--- config.mk ---
export PLATFORM = sky130hd
export DESIGN_NAME = spec_line_tracker
export DESIGN_NICKNAME = d
export VERILOG_FILES = /design/src/rtl/spec_trk_pkg.sv /design/src/rtl/spec_line_cell.sv /design/src/rtl/spec_line_array.sv /design/src/rtl/spec_evict_ctrl.sv /design/src/rtl/spec_line_tracker.sv
export SDC_FILE = /design/constraint.sdc
export NUM_CORES = 1
export LEC_CHECK = 0
export BUFFER_PORTS_ARGS = -buffer_cell sky130_fd_sc_hd__buf_2
export CAP_MARGIN = 20
export CORE_AREA = 2 2 148 150
export CTS_BUF_LIST = sky130_fd_sc_hd__clkbuf_16
export CTS_CLUSTER_DIAMETER = 100
export DETAILED_ROUTE_END_ITERATION = 8
export DIE_AREA = 0 0 150 152
export GPL_TIMING_DRIVEN = 0
export HOLD_SLACK_MARGIN = 0.06
export MAX_ROUTING_LAYER = met4
export PLACE_DENSITY = 0.71
export SETUP_SLACK_MARGIN = 0.15
export SYNTH_ARGS = -nofsm -noshare
export SYNTH_HDL_FRONTEND = slang
export SYNTH_SLANG_ARGS = --single-unit
--- constraint.sdc ---
create_clock -name clk -period 5.4 [get_ports clk]
set_clock_uncertainty 0.15 [all_clocks]
set_input_delay 0.54 -clock clk [delete_from_list [all_inputs] [get_ports clk]]
set_output_delay 0.54 -clock clk [all_outputs]
set_load 0.01 [all_outputs]
--- src/rtl/spec_trk_pkg.sv ---
package spec_trk_pkg;

  typedef struct packed {
    logic valid;
    logic dirty;
    logic spec;
  } line_st_t;

  typedef enum logic [1:0] {
    FLASH_NONE  = 2'd0,
    FLASH_CLEAR = 2'd1,
    FLASH_KILL  = 2'd2
  } flash_op_t;

endpackage

--- src/rtl/spec_line_cell.sv ---
module spec_line_cell
  import spec_trk_pkg::*;
(
  input  logic      clk,
  input  logic      rst_n,
  input  logic      wr_hit,
  input  logic      ev_clr,
  input  flash_op_t flash,
  output line_st_t  st
);

  line_st_t st_nxt;
  logic     st_en;

  // order: eviction release, then flash result, then write
  always_comb begin
    st_nxt = st;
    if (ev_clr) st_nxt = '0;
    case (flash)
      FLASH_CLEAR: if (st_nxt.spec) st_nxt.spec = 1'b0;
      FLASH_KILL:  if (st_nxt.spec) st_nxt = '0;
      default: ;
    endcase
    if (wr_hit) st_nxt = '{valid: 1'b1, dirty: 1'b1, spec: 1'b1};
  end

  assign st_en = wr_hit | ev_clr | (flash != FLASH_NONE);

  always_ff @(posedge clk or negedge rst_n) begin
    if (!rst_n)     st <= '0;
    else if (st_en) st <= st_nxt;
  end

endmodule

--- src/rtl/spec_line_array.sv ---
module spec_line_array
  import spec_trk_pkg::*;
#(
  parameter int NLINES = 64,
  parameter int IDX_W  = $clog2(NLINES)
) (
  input  logic              clk,
  input  logic              rst_n,
  input  logic              wr_valid,
  input  logic [IDX_W-1:0]  wr_idx,
  input  logic              ev_ack,
  input  logic [IDX_W-1:0]  ev_idx,
  input  flash_op_t         flash,
  output logic [NLINES-1:0] valid_vec,
  output logic [NLINES-1:0] dirty_vec,
  output logic [NLINES-1:0] spec_vec
);

  for (genvar gi = 0; gi < NLINES; gi++) begin : g_line
    line_st_t st;
    logic     hit;
    logic     clr;

    assign hit = wr_valid && (wr_idx == IDX_W'(gi));
    assign clr = ev_ack && (ev_idx == IDX_W'(gi));

    spec_line_cell u_cell (
      .clk    (clk),
      .rst_n  (rst_n),
      .wr_hit (hit),
      .ev_clr (clr),
      .flash  (flash),
      .st     (st)
    );

    assign valid_vec[gi] = st.valid;
    assign dirty_vec[gi] = st.dirty;
    assign spec_vec[gi]  = st.spec;
  end

endmodule

--- src/rtl/spec_evict_ctrl.sv ---
module spec_evict_ctrl (
  input  logic clk,
  input  logic rst_n,
  input  logic evict_req,
  input  logic sel_valid,
  input  logic sel_dirty,
  input  logic sel_spec,
  input  logic chk_valid,
  output logic evict_ack,
  output logic evict_wb,
  output logic evict_stall,
  output logic cmp_req,
  output logic busy
);

  logic busy_nxt;
  logic busy_en;

  assign evict_ack   = evict_req && !busy && !sel_spec;
  assign evict_wb    = evict_ack && sel_valid && sel_dirty;
  assign evict_stall = evict_req && !evict_ack;
  assign cmp_req     = evict_req && !busy && sel_spec && !chk_valid;

  always_comb begin
    busy_nxt = busy;
    if (chk_valid)    busy_nxt = 1'b0;
    else if (cmp_req) busy_nxt = 1'b1;
  end

  assign busy_en = chk_valid | cmp_req;

  always_ff @(posedge clk or negedge rst_n) begin
    if (!rst_n)       busy <= 1'b0;
    else if (busy_en) busy <= busy_nxt;
  end

endmodule

--- src/rtl/spec_line_tracker.sv ---
module spec_line_tracker
  import spec_trk_pkg::*;
#(
  parameter int NLINES = 64,
  parameter int IDX_W  = $clog2(NLINES)
) (
  input  logic             clk,
  input  logic             rst_n,
  input  logic             wr_valid,
  input  logic [IDX_W-1:0] wr_idx,
  input  logic             evict_req,
  input  logic [IDX_W-1:0] evict_idx,
  output logic             evict_ack,
  output logic             evict_wb,
  output logic             evict_stall,
  output logic             cmp_req,
  input  logic             chk_valid,
  input  logic             chk_match,
  output logic             busy,
  output logic             spec_any
);

  logic [NLINES-1:0] valid_vec;
  logic [NLINES-1:0] dirty_vec;
  logic [NLINES-1:0] spec_vec;
  flash_op_t         flash;

  always_comb begin
    flash = FLASH_NONE;
    if (chk_valid) flash = chk_match ? FLASH_CLEAR : FLASH_KILL;
  end

  spec_line_array #(.NLINES(NLINES), .IDX_W(IDX_W)) u_arr (
    .clk       (clk),
    .rst_n     (rst_n),
    .wr_valid  (wr_valid),
    .wr_idx    (wr_idx),
    .ev_ack    (evict_ack),
    .ev_idx    (evict_idx),
    .flash     (flash),
    .valid_vec (valid_vec),
    .dirty_vec (dirty_vec),
    .spec_vec  (spec_vec)
  );

  spec_evict_ctrl u_ctrl (
    .clk         (clk),
    .rst_n       (rst_n),
    .evict_req   (evict_req),
    .sel_valid   (valid_vec[evict_idx]),
    .sel_dirty   (dirty_vec[evict_idx]),
    .sel_spec    (spec_vec[evict_idx]),
    .chk_valid   (chk_valid),
    .evict_ack   (evict_ack),
    .evict_wb    (evict_wb),
    .evict_stall (evict_stall),
    .cmp_req     (cmp_req),
    .busy        (busy)
  );

  assign spec_any = |spec_vec;

endmodule

* Yosys cells after proc, flatten, opt, wreduce, memory -nomap -nowiden
Index checks and enable logic that the tools add are counted.
Word-level totals: output and inout bits 6, latch bits 0, memory bits (read-only) 0, RAM bits 0, memories 0, flip-flop bits (word level) 193, input bits 18, word-level logic and storage cells 926
Cells by class: reduce and logical (&&, ||, !) cells 145, $mul 0, equal/unequal tests 128, order comparisons 1, add/subtract/negate cells 0, bitwise logic cells 129, multiplexer cells 330, divide/modulo/power cells 0, shift-type cells 0
Operators with widths (number):
- $mux 3 | 192
- $eq 6x6->1 const B | 64
- $eq 6x5->1 const B | 32
- $logic_and 1x1->1 | 135
- $mux 2 | 66
- $or 1x1->1 | 129
- $pmux 1 s2 | 64
- $eq 6x4->1 const B | 16
- $reduce_or 64->1 | 1
- $eq 6x3->1 const B | 8
- $eq 6x2->1 const B | 4
- $bmux 1 s6 | 3
- $eq 6x1->1 const B | 2
- $logic_not 6->1 | 2
- $lt 6x7->1 const B | 1
- $mux 1 | 5
- $logic_not 1->1 | 4
- $reduce_bool 2->1 | 2
- $eq 2x1->1 const B | 1
- $eq 2x2->1 const B | 1
- $reduce_and 2->1 | 1

* Logic depth before layout (Yosys ltp)
word-level depth 9, mapped depth 12, depth with buffers taken out 6

* By module
From an unflattened synthesis, not the netlist that was laid out.
Second synthesis, totals: cells, all modules 1218, area total of the unflattened synthesis 12537.0 um^2
By module, submodules not included:
- spec_line_cell | cells an instance 13, times used 64, sequential area each 75.1 um^2, area each 151.4 um^2
- spec_line_tracker | cells an instance 193, times used 1, sequential area each 0.0 um^2, area each 1855.5 um^2
- spec_line_array | cells an instance 186, times used 1, sequential area each 0.0 um^2, area each 919.6 um^2
- spec_evict_ctrl | cells an instance 7, times used 1, sequential area each 25.0 um^2, area each 72.6 um^2

* Least setup slack after synthesis
OpenSTA, ideal clock, no wires.
kind input to output, start point input port evict_idx[0], end point output port evict_wb, data required time 4.710 ns, arrival time 2.648 ns, setup slack 2.062 ns, buffers on the path 3, stages 9, cells stage by stage buf_6 buf_12 buf_6 mux4_2 mux2_2 nand3_1 nand4_4 a31oi_1 nor3b_1
On the way: word-level cells in the longest chain between the ends 6, elaborated cells between the ends (all ways) 10
Ends and longest elaborated chain:
- from (decl) | line spec_line_tracker.sv:12 | input logic [IDX_W-1:0] evict_idx,
- $bmux 1 s6 | line spec_line_tracker.sv:52 | .sel_spec (spec_vec[evict_idx]),
- $mux 1 (implied by the code) | line spec_line_tracker.sv:52
- $logic_not 1->1 | line spec_evict_ctrl.sv:19 | assign evict_ack = evict_req && !busy && !sel_spec;
- $logic_and 1x1->1 | line spec_evict_ctrl.sv:19
- via evict_ack | line spec_line_tracker.sv:13 | output logic evict_ack,
- $logic_and 1x1->1 (2 in a row) | line spec_evict_ctrl.sv:20 | assign evict_wb = evict_ack && sel_valid && sel_dirty;
- to (decl) | line spec_line_tracker.sv:14 | output logic evict_wb,
The timed path passes the listed nets, and every way through them passes these cells. The select of a mux whose other input is x is not followed.

* Worst setup path in the final report
start point input port evict_idx[1], end point output port evict_wb
On the way: word-level cells in the longest chain between the ends 6, elaborated cells between the ends (all ways) 10
Ends and longest elaborated chain (line):
- $bmux 1 s6 | spec_line_tracker.sv:52
- $mux 1 (implied by the code) | spec_line_tracker.sv:52
- $logic_not 1->1 | spec_evict_ctrl.sv:19
- $logic_and 1x1->1 | spec_evict_ctrl.sv:19
- $logic_and 1x1->1 | spec_evict_ctrl.sv:20
- $logic_and 1x1->1 (*) | spec_evict_ctrl.sv:20
Mark *: on every way between the ends. The rest lies on a longest branch, timed or not. The select of a mux whose other input is x is not followed.

==> metrics <==
status complete, no violations; Final Max Tran Viols 0; Synth top cells by count nand2_1, dfrtp_1, a21o_1; Leak Pwr 5.18 nW; clock root buffer clkbuf_16; port bufs 18; post-layout minimum cycle time 5.06 ns; dpl cell area 9890 µm²; storage element area 4830 µm²; hold wc startpoint chk_valid; finished layout cell area 10500 µm²; crit path kind input pin to output port; arrival time worst endpoint 4.37 ns; Ports 24; Worst Path Max Fanout 10; Power Density 342 nW/µm²; pin count of the biggest net entering global routing 109; Nets 1046; Synthesized Nets 1005; Warnings, synthesis 0; Seq cells post-synth 193; hold crit path type input pin to flop; routability cong. 1.02; fill count 1999; non-filler instance count after layout 1320; placed instance count 1286; grt total ovfl 0; r2r setup slk 2.51 ns; Syn-to-layout area delta 11.4%; DP Wirelength 22.3 mm; Vias 8296; post-synth top area cell dfrtp_1; Die W 150 µm; fraction of layout cells with a size suffix above 1 8.75%; H-tree levels 4; critical path's most frequent cell buf_2; number of clock sinks 193; Avg Cell Area, Syn 9.54 µm²; Worst EP required 4.71 ns; Main synth FF type dfrtp_1; Highest Clock Rate 0.198 GHz; reg2reg start u_arr.g_line[32].u_cell.st[0]; Critical Path Source Type input pin; row count 54; initial core utilization 44.1%; Synth top area share 51.3%; total wire length 30.7 mm; Iter 0 DRT Violations 1255; global-route wire length before repair 48.0 mm; top post-synthesis cells by area dfrtp_1, nand2_1, a21o_1; setup TNS 0 ns; area of the multi-input gates 4280 µm²; Setup-failing EPs final 0; hold path depth 2; cell with the most instances after synthesis nand2_1; R2R Path End u_arr.g_line[3].u_cell.st[2]; hold endpoint u_ctrl.busy; vias per cell 6.28; Overall Global Routing Usage 28.7%; Worst-Skew Late Latency 0.44 ns; vias in the first global route 8236; die area 22800 µm²; Reg2Reg Depth 8; mapped cell area 9410 µm²; Max-slew headroom 22.4%; Cells after Synth 986; Synth async-reset ratio 100%; Num CTS Buffers 17; Die Span Y 152 µm; Distinct cells, synth 52; Max Cap Violations 0; core area 21400 µm²; Post-synth EDFFs 0; crit-path cells buf_2, buf_2, buf_2, clkbuf_1, clkbuf_1, o21ai_0, a2111oi_1, a211oi_1, nor3b_1, buf_2; RSZ-0062 raised after global routing false; post-synthesis sequential area ratio 51.3%; crit end category output port; # diodes 0; max incr delay on CP 0.83 ns; Power Total 3.59 mW; Avg WL per Cell 23.2 µm; CTS max path bufs 2; Reg clk slew, reported paths 0.08 ns; drt drc 0; initial antenna violation count 0; TritonCTS clock tree done; Layout Utilization 49.1%; Setup crit start evict_idx[1]; TritonRoute pass-1 iters 7; Final Cycle Share 93.6%; peak supply drop 0.211 mV; Final Hold Viols 0; slowest stage cell, crit path a2111oi_1; DRT antenna net count 0; slew at the pin closest to its max-slew limit 1.15 ns
sequential cells by signal, summed over array words and instances, names as in the netlist:
| name | flops |
|---|---|
| u_arr.g_line.u_cell.st | 192 |
| u_ctrl.busy | 1 |
routing by layer:
metal | up-vias | global-route usage (%) | routed length (µm)
li1 | 3593 | - | -
met1 | 4018 | 38.5 | 12100
met2 | 574 | 40.5 | 13600
met3 | 111 | 6.67 | 3370
met4 | 0 | 14.6 | 1580
met5 | - | - | 0
cells in the final DEF (no fill, tap or decap), types with 13 or more instances in the layout:
cell,synthesis,routed
nand2_1,238,238
dfrtp_1,193,193
a21o_1,102,102
nor2_1,55,55
clkbuf_1,43,43
nand3_1,42,42
o21ai_0,40,40
nor3_1,30,30
buf_2,9,27
a22oi_1,27,27
o21ai_1,24,24
nor4_1,17,17
clkbuf_16,0,17
nor2b_1,13,13
per-stage QoR:
| step | hold WS [ns] | setup slack (ns) |
|---|---|---|
| 2_1_floorplan | 0.0944 | 2.06 |
| 3_3_place_gp | 0.304 | 0.252 |
| 3_5_place_dp | 0.315 | 0.394 |
| 4_1_cts | 0.131 | 0.358 |
| 5_1_grt | 0.150 | 0.324 |
| 6_report | 0.138 | 0.345 |
where the power goes:
part	switching, mW	leakage [nW]	internal [mW]
sequential	0.147	2.54	1.68
combinational	0.323	2.37	0.210
clock	0.618	0.273	0.614
total	1.09	5.18	2.50
how the worst max path moves through the flow:
stage / to
3_3_place_gp: evict_wb
4_1_cts: evict_wb
2_1_floorplan: evict_wb
3_5_place_dp: evict_wb
6_report: evict_wb
5_1_grt: evict_wb
cell type report:
class | count | share of cell area [%]
sequential | 193 | 46.1
clock inverter | 15 | 1.40
tap | 280 | 3.34
multi-input combinational | 731 | 40.8
inverter | 4 | 0.143
buffer | 58 | 2.74
timing repair buffer | 22 | 1.47
clock buffer | 17 | 4.06
kinds of logic after synthesis:
logic type	after synthesis	share of synthesized area, %
buffers and inverters	62	3.22
and+or+nand+nor	456	22.7
adders and majority gates	1	0.133
muxes	24	4.15
AOI/OAI and AO/OA	250	18.5
DFF	193	51.3
worst max-delay path: cells and delay by family:
family / cells / cell delay (ns)
AOI/OAI and AO/OA: 3 / 1.27
buffers and inverters: 6 / 2.23
and+or+nand+nor: 1 / 0.30
repair_timing:
| item | CTS | global route |
|---|---|---|
| endpoints found under the setup margin | 0 | 1 |
| hold buffers | 1 | 0 |
| hold endpoints to repair | 85 | 0 |
| gates resized for setup | 0 | 1 |
| buffers inserted | 0 | 0 |
(Power assumes the default switching activity.)
